## config.mk

```make
export PLATFORM = sky130hd
export DESIGN_NAME = sdram_powerup_seq
export DESIGN_NICKNAME = d
export VERILOG_FILES = /design/src/rtl/sdram_init_pkg.sv /design/src/rtl/sdram_wait_timer.sv /design/src/rtl/sdram_mode_addr.sv /design/src/rtl/sdram_refresh_interval.sv /design/src/rtl/sdram_powerup_seq.sv
export SDC_FILE = /design/constraint.sdc
export NUM_CORES = 1
export LEC_CHECK = 0
export BUFFER_PORTS_ARGS = -buffer_cell sky130_fd_sc_hd__buf_2
export CORE_MARGIN = 2
export CORE_UTILIZATION = 64
export DETAILED_ROUTE_END_ITERATION = 7
export HOLD_SLACK_MARGIN = 0.1
export PLACE_DENSITY = 0.89
export SYNTH_ARGS = -nofsm -noshare
export SYNTH_HDL_FRONTEND = slang
export SYNTH_SLANG_ARGS = --single-unit
```

## constraint.sdc

```tcl
create_clock -name clk -period 82.9 [get_ports clk]
set_clock_uncertainty 0.1 [all_clocks]
set_input_delay 4.145 -clock clk [delete_from_list [all_inputs] [get_ports clk]]
set_output_delay 4.145 -clock clk [all_outputs]
set_load 0.01 [all_outputs]
```

## src/rtl/sdram_init_pkg.sv

```systemverilog
package sdram_init_pkg;

    typedef enum logic [2:0] {
        ST_POWERUP,
        ST_PRECHARGE,
        ST_PRE_WAIT,
        ST_BURST_REF,
        ST_SETTLE,
        ST_LOAD_MODE,
        ST_MODE_WAIT,
        ST_NORMAL
    } init_state_t;

    // {cs_n, ras_n, cas_n, we_n}
    localparam logic [3:0] CMD_NOP       = 4'b0111;
    localparam logic [3:0] CMD_PRECHARGE = 4'b0010;
    localparam logic [3:0] CMD_REFRESH   = 4'b0001;
    localparam logic [3:0] CMD_LOAD_MODE = 4'b0000;

    // burst length 8, sequential, CAS latency 2
    localparam logic [11:0] MODE_WORD = 12'h023;

    localparam int PRE_ALL_BIT = 10;
    localparam int BANK_LSB    = 13;

endpackage

```

## src/rtl/sdram_wait_timer.sv

```systemverilog
module sdram_wait_timer #(
    parameter int CNT_W      = 24,
    parameter int RESET_LOAD = 0
) (
    input  logic             clk,
    input  logic             rst_n,
    input  logic             load,
    input  logic [CNT_W-1:0] load_val,
    output logic             expired
);
    logic [CNT_W-1:0] cnt;

    always_ff @(posedge clk or negedge rst_n) begin
        if (!rst_n)
            cnt <= CNT_W'(RESET_LOAD);
        else if (load)
            cnt <= load_val;
        else if (cnt != '0)
            cnt <= cnt - 1'b1;
    end

    assign expired = (cnt == '0);

endmodule

```

## src/rtl/sdram_mode_addr.sv

```systemverilog
module sdram_mode_addr
    import sdram_init_pkg::*;
#(
    parameter int ROW_BITS  = 12,
    parameter int BANK_PINS = 2,
    parameter int BUS_WIDTH = 16
) (
    input  logic [3:0]           col_bits,
    input  logic [1:0]           bank_bits,
    input  logic                 map_brc,
    output logic [ROW_BITS-1:0]  mode_a,
    output logic [BANK_PINS-1:0] mode_ba
);
    localparam int WIDTH_SHIFT = BUS_WIDTH / 16;

    logic [5:0]  shift;
    logic [31:0] sys_addr;
    logic [31:0] row_field;

    always_comb begin
        shift     = 6'(col_bits) + 6'(WIDTH_SHIFT) + (map_brc ? 6'd0 : 6'(bank_bits));
        sys_addr  = 32'(MODE_WORD) << shift;
        row_field = sys_addr >> shift;
        mode_a    = row_field[ROW_BITS-1:0];
        mode_ba   = sys_addr[BANK_LSB +: BANK_PINS];
    end

endmodule

```

## src/rtl/sdram_refresh_interval.sv

```systemverilog
module sdram_refresh_interval #(
    parameter int KHZ_W    = 20,
    parameter int MS_W     = 8,
    parameter int ROWS_W   = 16,
    parameter int IVL_W    = 16,
    parameter int REF_SLOT = 16
) (
    input  logic [KHZ_W-1:0]  clk_khz,
    input  logic [MS_W-1:0]   refresh_ms,
    input  logic [ROWS_W-1:0] refresh_rows,
    output logic [IVL_W-1:0]  interval
);
    localparam int PROD_W  = KHZ_W + MS_W;
    localparam int SLOT_SH = $clog2(REF_SLOT);

    logic [PROD_W-1:0] prod;
    logic [PROD_W-1:0] rows_nz;
    logic [PROD_W-1:0] per_row;

    always_comb begin
        prod     = PROD_W'(clk_khz) * PROD_W'(refresh_ms);
        rows_nz  = (refresh_rows == '0) ? PROD_W'(1) : PROD_W'(refresh_rows);
        per_row  = prod / rows_nz;
        interval = IVL_W'((per_row >> SLOT_SH) + PROD_W'(1));
    end

endmodule

```

## src/rtl/sdram_powerup_seq.sv

```systemverilog
module sdram_powerup_seq
    import sdram_init_pkg::*;
#(
    parameter int ROW_BITS      = 12,
    parameter int BANK_PINS     = 2,
    parameter int DQM_PINS      = 2,
    parameter int BUS_WIDTH     = 16,
    parameter int POWERUP_CYC   = 12000000,
    parameter int BURST_REF_CYC = 120000,
    parameter int MODE_GAP_CYC  = 128,
    parameter int TRP_M1        = 0,
    parameter int REF_SLOT      = 16,
    parameter int KHZ_W         = 20,
    parameter int MS_W          = 8,
    parameter int ROWS_W        = 16,
    parameter int IVL_W         = 16
) (
    input  logic                 clk,
    input  logic                 rst_n,
    input  logic [KHZ_W-1:0]     cfg_clk_khz,
    input  logic [MS_W-1:0]      cfg_refresh_ms,
    input  logic [ROWS_W-1:0]    cfg_refresh_rows,
    input  logic [3:0]           cfg_col_bits,
    input  logic [1:0]           cfg_bank_bits,
    input  logic                 cfg_map_brc,
    input  logic [3:0]           nrm_cmd,
    input  logic [BANK_PINS-1:0] nrm_ba,
    input  logic [ROW_BITS-1:0]  nrm_addr,
    input  logic [DQM_PINS-1:0]  nrm_dqm,
    output logic                 sd_cke,
    output logic                 sd_cs_n,
    output logic                 sd_ras_n,
    output logic                 sd_cas_n,
    output logic                 sd_we_n,
    output logic [BANK_PINS-1:0] sd_ba,
    output logic [ROW_BITS-1:0]  sd_addr,
    output logic [DQM_PINS-1:0]  sd_dqm,
    output logic                 init_done,
    output logic [IVL_W-1:0]     refresh_interval
);
    localparam int MAX_A   = (POWERUP_CYC > BURST_REF_CYC) ? POWERUP_CYC : BURST_REF_CYC;
    localparam int MAX_B   = (MODE_GAP_CYC > TRP_M1 + 1) ? MODE_GAP_CYC : TRP_M1 + 1;
    localparam int MAX_CYC = (MAX_A > MAX_B) ? MAX_A : MAX_B;
    localparam int CNT_W   = $clog2(MAX_CYC + 1);
    localparam int PHASE_W = $clog2(REF_SLOT);

    init_state_t          state, state_nx;
    logic                 tmr_expired;
    logic                 tmr_load;
    logic [CNT_W-1:0]     tmr_val;
    logic [PHASE_W-1:0]   phase;
    logic [ROW_BITS-1:0]  mode_a;
    logic [BANK_PINS-1:0] mode_ba;
    logic [3:0]           init_cmd;
    logic [ROW_BITS-1:0]  init_a;
    logic [BANK_PINS-1:0] init_ba;
    logic [3:0]           pin_cmd;

    sdram_wait_timer #(
        .CNT_W      (CNT_W),
        .RESET_LOAD (POWERUP_CYC - 1)
    ) u_timer (
        .clk      (clk),
        .rst_n    (rst_n),
        .load     (tmr_load),
        .load_val (tmr_val),
        .expired  (tmr_expired)
    );

    sdram_mode_addr #(
        .ROW_BITS  (ROW_BITS),
        .BANK_PINS (BANK_PINS),
        .BUS_WIDTH (BUS_WIDTH)
    ) u_mode_addr (
        .col_bits  (cfg_col_bits),
        .bank_bits (cfg_bank_bits),
        .map_brc   (cfg_map_brc),
        .mode_a    (mode_a),
        .mode_ba   (mode_ba)
    );

    sdram_refresh_interval #(
        .KHZ_W    (KHZ_W),
        .MS_W     (MS_W),
        .ROWS_W   (ROWS_W),
        .IVL_W    (IVL_W),
        .REF_SLOT (REF_SLOT)
    ) u_ivl (
        .clk_khz      (cfg_clk_khz),
        .refresh_ms   (cfg_refresh_ms),
        .refresh_rows (cfg_refresh_rows),
        .interval     (refresh_interval)
    );

    // next state and the duration (minus one) of the state being entered
    always_comb begin
        state_nx = state;
        tmr_val  = '0;
        unique case (state)
            ST_POWERUP:   state_nx = ST_PRECHARGE;
            ST_PRECHARGE: begin state_nx = ST_PRE_WAIT;  tmr_val = CNT_W'(TRP_M1); end
            ST_PRE_WAIT:  begin state_nx = ST_BURST_REF; tmr_val = CNT_W'(BURST_REF_CYC - 1); end
            ST_BURST_REF: begin state_nx = ST_SETTLE;    tmr_val = CNT_W'(MODE_GAP_CYC - 1); end
            ST_SETTLE:    state_nx = ST_LOAD_MODE;
            ST_LOAD_MODE: begin state_nx = ST_MODE_WAIT; tmr_val = CNT_W'(MODE_GAP_CYC - 1); end
            ST_MODE_WAIT: state_nx = ST_NORMAL;
            ST_NORMAL:    state_nx = ST_NORMAL;
        endcase
        tmr_load = tmr_expired && (state != ST_NORMAL);
    end

    always_ff @(posedge clk or negedge rst_n) begin
        if (!rst_n)
            state <= ST_POWERUP;
        else if (tmr_load)
            state <= state_nx;
    end

    // refresh slot counter, held at zero outside the burst window
    always_ff @(posedge clk or negedge rst_n) begin
        if (!rst_n)
            phase <= '0;
        else if (state != ST_BURST_REF)
            phase <= '0;
        else
            phase <= phase + 1'b1;
    end

    always_comb begin
        init_cmd = CMD_NOP;
        init_a   = '0;
        init_ba  = '0;
        unique case (state)
            ST_PRECHARGE: begin
                init_cmd             = CMD_PRECHARGE;
                init_a[PRE_ALL_BIT]  = 1'b1;
            end
            ST_BURST_REF: if (phase == '0) init_cmd = CMD_REFRESH;
            ST_LOAD_MODE: begin
                init_cmd = CMD_LOAD_MODE;
                init_a   = mode_a;
                init_ba  = mode_ba;
            end
            ST_POWERUP, ST_PRE_WAIT, ST_SETTLE, ST_MODE_WAIT, ST_NORMAL: ;
        endcase

        init_done = (state == ST_NORMAL);
        sd_cke    = 1'b1;
        if (init_done) begin
            pin_cmd = nrm_cmd;
            sd_ba   = nrm_ba;
            sd_addr = nrm_addr;
            sd_dqm  = nrm_dqm;
        end else begin
            pin_cmd = init_cmd;
            sd_ba   = init_ba;
            sd_addr = init_a;
            sd_dqm  = '1;
        end
        {sd_cs_n, sd_ras_n, sd_cas_n, sd_we_n} = pin_cmd;
    end

    assert_advance_on_expiry_R2: assert property (@(posedge clk) disable iff (!rst_n)
        (tmr_expired && state != ST_NORMAL) |=> (state != $past(state)));

    assert_burst_after_precharge_R2: assert property (@(posedge clk) disable iff (!rst_n)
        (state == ST_BURST_REF && $past(state) != ST_BURST_REF) |-> ($past(state) == ST_PRE_WAIT));

    assert_refresh_spacing_R3: assert property (@(posedge clk) disable iff (!rst_n)
        (!init_done && pin_cmd == CMD_REFRESH) |=> (pin_cmd != CMD_REFRESH));

    assert_mode_word_R5: assert property (@(posedge clk) disable iff (!rst_n)
        (state == ST_LOAD_MODE) |-> (sd_addr == MODE_WORD[ROW_BITS-1:0]));

    assert_done_sticky_R6: assert property (@(posedge clk) disable iff (!rst_n)
        init_done |=> init_done);

    assert_done_after_wait_R6: assert property (@(posedge clk) disable iff (!rst_n)
        $rose(init_done) |-> ($past(state) == ST_MODE_WAIT));

endmodule

```

* After elaboration in Yosys (flattened, before gate mapping)
Index checks and enable logic that the tools add are counted.
** Cells by class
- $mul :: 1
- Equality and inequality tests :: 9
- Div/mod/pow operators :: 1
- Reductions and logical operators :: 9
- Shift-type cells :: 2
- $add $sub $neg :: 5
- Mux-type cells :: 17
** Operators with widths (number)
- 24-bit two-way mux :: 2
- 17-bit case mux with 2 select lines :: 1
- 6-bit by 6-bit left shift with 32-bit output, first input constant :: 1
- 32-bit by 6-bit >> shifter with 12-bit output :: 1
- 28-bit by 28-bit divider with 28-bit output :: 1
- 20-bit by 8-bit multiplier with 28-bit output :: 1
- 24-bit logical NOT :: 1
- 24-bit nonzero test :: 1
- 24-bit by 1-bit subtractor with 24-bit output, second input constant :: 1
- 3-bit case mux with 7 select lines :: 1
- 16-bit by 1-bit adder with 16-bit output, second input constant :: 1
- 16-bit logical NOT :: 1
- 16-bit two-way mux :: 1
- 3-bit == test, second input constant :: 4
- 12-bit two-way mux :: 1
- 10-bit two-way mux :: 1
- 3-bit case mux with 3 select lines :: 1
- 2-bit two-way mux :: 4
- 4-bit two-way mux :: 2
- 6-bit adder :: 1
- 3-bit by 2-bit == test with 1-bit output, second input constant :: 2
- 4-bit by 1-bit adder with 5-bit output, second input constant :: 1
- 4-bit by 1-bit adder with 4-bit output, second input constant :: 1
- 4-bit logical NOT :: 1
- other kinds (10) :: 11
** Word-level totals
- Register bits after elaboration :: 31
- Output and inout port bits :: 38
- Word-level logic and storage cells :: 47
- Input bits :: 73

* Depth between registers and ports, before layout
- Depth after elaboration :: 6
- Gate-level depth with buffers :: 301

* Hierarchy
A second synthesis with hierarchy kept.
** Unflattened totals
- Cell total of the unflattened synthesis :: 2940
- Area, all modules :: 22282.6 µm²
** Modules (own cells, without submodules)
- sdram_refresh_interval :: times used 1, cells each 2644, area each 19750.2 µm²
- sdram_wait_timer :: times used 1, cells each 164, area each 1527.7 µm²
- sdram_powerup_seq :: times used 1, cells each 85, area each 660.6 µm²
- sdram_mode_addr :: times used 1, cells each 47, area each 344.1 µm²

* Worst setup path before layout
Ideal clock, no wire load.
- Kind :: input-to-output
- From :: input cfg_refresh_ms[7]
- To :: output refresh_interval[10]
- Cell stages on the path :: 282
- Setup slack :: 17156 ps
- Path buffers :: 30
- Data arrival time :: 61499 ps
- Required time :: 78655 ps
- Cell sequence :: clkbuf_1 and2_1 fa_1 inv_1 fa_1 fa_1 fa_1 inv_1 ha_1 clkbuf_1 a21oi_1 o21ai_0 a311oi_1 nand3_1 and2_1 ha_1 a21oi_1 ha_1 (+246 left out) nor2b_1 o21ai_0 nand2b_1 a21oi_1 nor2b_1 o21ai_0 nand2b_1 a21oi_1 nor2b_1 o21ai_0 nand4b_1 a31oi_4 nand2_1 ha_1 nand3_1 nor2_1 nand3_1 xnor2_1
** On the way
- Cells in the longest elaborated chain, start to end :: 3
** Ends and longest elaborated chain
- from (decl) :: RTL line sdram_powerup_seq.sv:21 : input logic [MS_W-1:0] cfg_refresh_ms,
- 20-bit by 8-bit multiplier with 28-bit output :: RTL line sdram_refresh_interval.sv:21 : prod = PROD_W'(clk_khz) * PROD_W'(refresh_ms);
- 28-bit by 28-bit divider with 28-bit output :: RTL line sdram_refresh_interval.sv:23 : per_row = prod / rows_nz;
- 16-bit by 1-bit adder with 16-bit output :: RTL line sdram_refresh_interval.sv:24 : interval = IVL_W'((per_row >> SLOT_SH) + PROD_W'(1));
- to (decl) :: RTL line sdram_powerup_seq.sv:39 : output logic [IVL_W-1:0] refresh_interval
Every way passes these cells.

* Worst setup path in the final report
- From :: input cfg_refresh_ms[7]
- To :: output refresh_interval[14]
The elaborated chain is that of the path after synthesis.

==> results by group <==
Outcome
  • Status: complete, no violations

Clocking
  • Clock Sinks: 31
  • H-tree depth: 2
  • Post-cts sizing count: 0
  • Worst-path clk slew: 0.05 ns
  • Hold_buf cts: 0
  • CTS tree: built
  • Post-CTS Setup Bufs: 0
  • Num CTS Buffers: 5
  • Maximum clock insertion buffer count: 2
  • Root Buffer: clkbuf_16
  • Clock latency on the worst-skew pair: 0.28 ns

Yosys
  • Number of synthesized flops with an enable pin: 0
  • Register area share after synthesis: 3.53%
  • Mean Syn Cell Area: 7.30 sq um
  • Syn_nets: 3600
  • Post-synth ARST share: 100%
  • Top FF cell, synth: dfstp_2
  • Register bit total from synthesis: 31
  • Post-Syn Area: 22600 sq um
  • Gate Count Post-Synth: 3095
  • Synth unique cells: 112
  • Yosys warns: 0

Floorplan
  • Initial Util: 65.2%
  • Core area: 34600 sq um
  • Die Height: 192 microns
  • Row cnt: 68
  • # IOs: 111
  • Die area: 36800 sq um
  • Chip width: 192 microns

Detailed routing
  • Routed length per placed instance: 18.1 microns
  • DR iter-0 viols: 2174
  • DR pass1 iterations: 6
  • Final wirelength: 65100 microns
  • Final ANT Viol Nets: 0
  • DRC: 0
  • Routed vias/inst: 6.64
  • Vias: 23.9k

Cells and area
  • Share of cells above drive strength 1: 9.63%
  • # diodes: 0
  • Layout Nets: 3641
  • Area Overhead vs Synth: 4.66%
  • Fin area: 23600 sq um

STA
  • Fin crit period: 75.72 ns
  • Setup TNS: 0 ns
  • Slew @ Worst Pin: 1.13 ns
  • Final period util: 91.3%
  • Endpoints failing setup: 0
  • Fmax: 13.2 MHz
  • Max_slew headroom: 22.7%
  • Slew Viols, Final: 0
  • Final Hold Fails: 0
  • RSZ-0062 raised after global routing: no

Hold path
  • Hold depth: 1
  • Hold_sp: u_timer.cnt[9]
  • Hold worst-path end: u_timer.cnt[9]
  • Worst min path class: flop to flop

Setup path
  • Slowest CP cell: a2111oi_0
  • Buffers plus inverters on the worst setup path: 17
  • Worst r2r dst: u_timer.cnt[14]
  • Worst Path Max Fanout: 39
  • Worst reg2reg startpoint: u_timer.cnt[2]
  • Worst EP required: 78.65 ns
  • Top Family by Delay on Critical Path: compound AO/OA/AOI/OAI gates
  • Worst reg2reg path depth: 9
  • Setup crit end kind: output pin
  • Setup CP Type: primary input to output pin
  • Critical Path Max Stage Delay: 0.99 ns
  • Crit path arrival time: 71.48 ns
  • Critical Path Source Type: primary input
  • Most frequent CP cell: o21a_1
  • R2R Setup Slk: 79.16 ns

Global routing
  • Total grt overflow: 0
  • Pin count of the biggest net entering global routing: 40
  • First-pass GRT wire length: 108000 microns
  • Antenna violations before repair: 0
  • GRT Total Usage: 34.6%
  • Vias in the first global route: 23.2k

Placement
  • Cell Area, Placed: 23500 sq um
  • Detail Placement HPWL: 52300 microns
  • IO buf count: 109
  • Routability Congestion: 1.05

Run
  • Max Cap Viol: 0
-- per-layer routing --
| layer | GRT usage, % | up-vias | wire length (microns) |
|---|---|---|---|
| met2 | 59.7 | 1242 | 30200 |
| met5 | 0 | - | 0 |
| met4 | 11.1 | 0 | 2100 |
| met3 | 4.06 | 205 | 5880 |
| met1 | 44.8 | 11099 | 26900 |
| li1 | - | 11311 | - |
-- worst max path at each step --
stage	start	end	slack, ns	cells after the start
final	cfg_refresh_ms[7]	refresh_interval[14]	7.18	272
after global routing	cfg_refresh_ms[7]	refresh_interval[14]	2.68	275
after CTS	cfg_refresh_ms[7]	refresh_interval[14]	9.12	272
after detailed placement	cfg_refresh_ms[7]	refresh_interval[14]	9.39	272
after global placement	cfg_refresh_ms[7]	refresh_interval[14]	12.15	268
after floorplan	cfg_refresh_ms[7]	refresh_interval[10]	17.16	282
-- cells in the mapped netlist (all sizes together) (27+ instances only) --
library cell	instances	share of area, %
nand2	326	5.4
ha	323	18
nor2	282	4.7
a21oi	228	5.1
inv	207	3.4
o21ai	162	3.6
and2	136	3.8
xnor2	123	4.8
nor3	117	2.6
fa	109	9.7
o21a	84	2.8
clkbuf	75	1.2
mux2	75	3.8
nand3	70	1.6
xor2	67	2.6
a21o	63	2.1
o31ai	45	1.6
nor2b	35	0.97
o211ai	31	1.0
a211oi	29	0.99
nand2b	29	0.80
a31oi	28	0.87
or3	27	0.77
-- cell type report --
| cell class | count | area (sq um) |
|---|---|---|
| Fill cell | 2878 | 11000 |
| Inverter | 207 | 777 |
| Sequential cell | 31 | 797 |
| Clock inverter | 1 | 5.00 |
| Multi-Input combinational cell | 2759 | 20600 |
| Timing Repair Buffer | 132 | 718 |
| Tap cell | 455 | 569 |
| Clock buffer | 7 | 133 |
-- metrics by stage --
step                      instances  worst slack [ns]  util (%)  hold WS [ns]
after global placement         3584             12.15      67.9         0.373
after floorplan                3095             17.16         -         0.352
final                          3592              7.18      68.3         0.389
after global routing           3592              2.68      68.3         0.404
after detailed placement       3584              9.39      67.9         0.386
after CTS                      3592              9.12      68.3         0.392
-- placed cells by master (no fill, tap or decap), types with 24 or more instances in the layout --
cell type / synthesis / final
a211oi_1: 28 / 28
a21o_1: 63 / 63
a21oi_1: 225 / 225
a31oi_1: 26 / 26
and2_1: 136 / 136
and3_1: 25 / 25
buf_2: 8 / 109
fa_1: 109 / 109
ha_1: 323 / 323
inv_1: 207 / 207
mux2_2: 73 / 73
mux2i_1: 24 / 24
nand2_1: 325 / 325
nand2b_1: 29 / 29
nand3_1: 70 / 70
nor2_1: 280 / 279
nor2b_1: 35 / 35
nor3_1: 116 / 116
o211ai_1: 31 / 31
o21a_1: 84 / 84
o21ai_0: 155 / 155
o31ai_1: 44 / 44
or3_1: 26 / 26
xnor2_1: 123 / 122
xor2_1: 67 / 67
-- logic make-up after synthesis --
family                     synth area share [%]
DFF                                        3.53
buffers and inverters                      5.16
and+or+nand+nor                            25.0
AOI/OAI and AO/OA                          26.4
adders and majority gates                  27.6
xor gates and xnor gates                   7.37
muxes                                      4.94
other                                    0.0166
-- state kept, by name, indices dropped and copies added, names as in the netlist --
| register | flops |
|---|---|
| u_timer.cnt | 24 |
| phase | 4 |
| state | 3 |
Power is left out: the tool's default activity adds up to more than one toggle a clock period on the data nets, which glitch-free logic cannot reach.
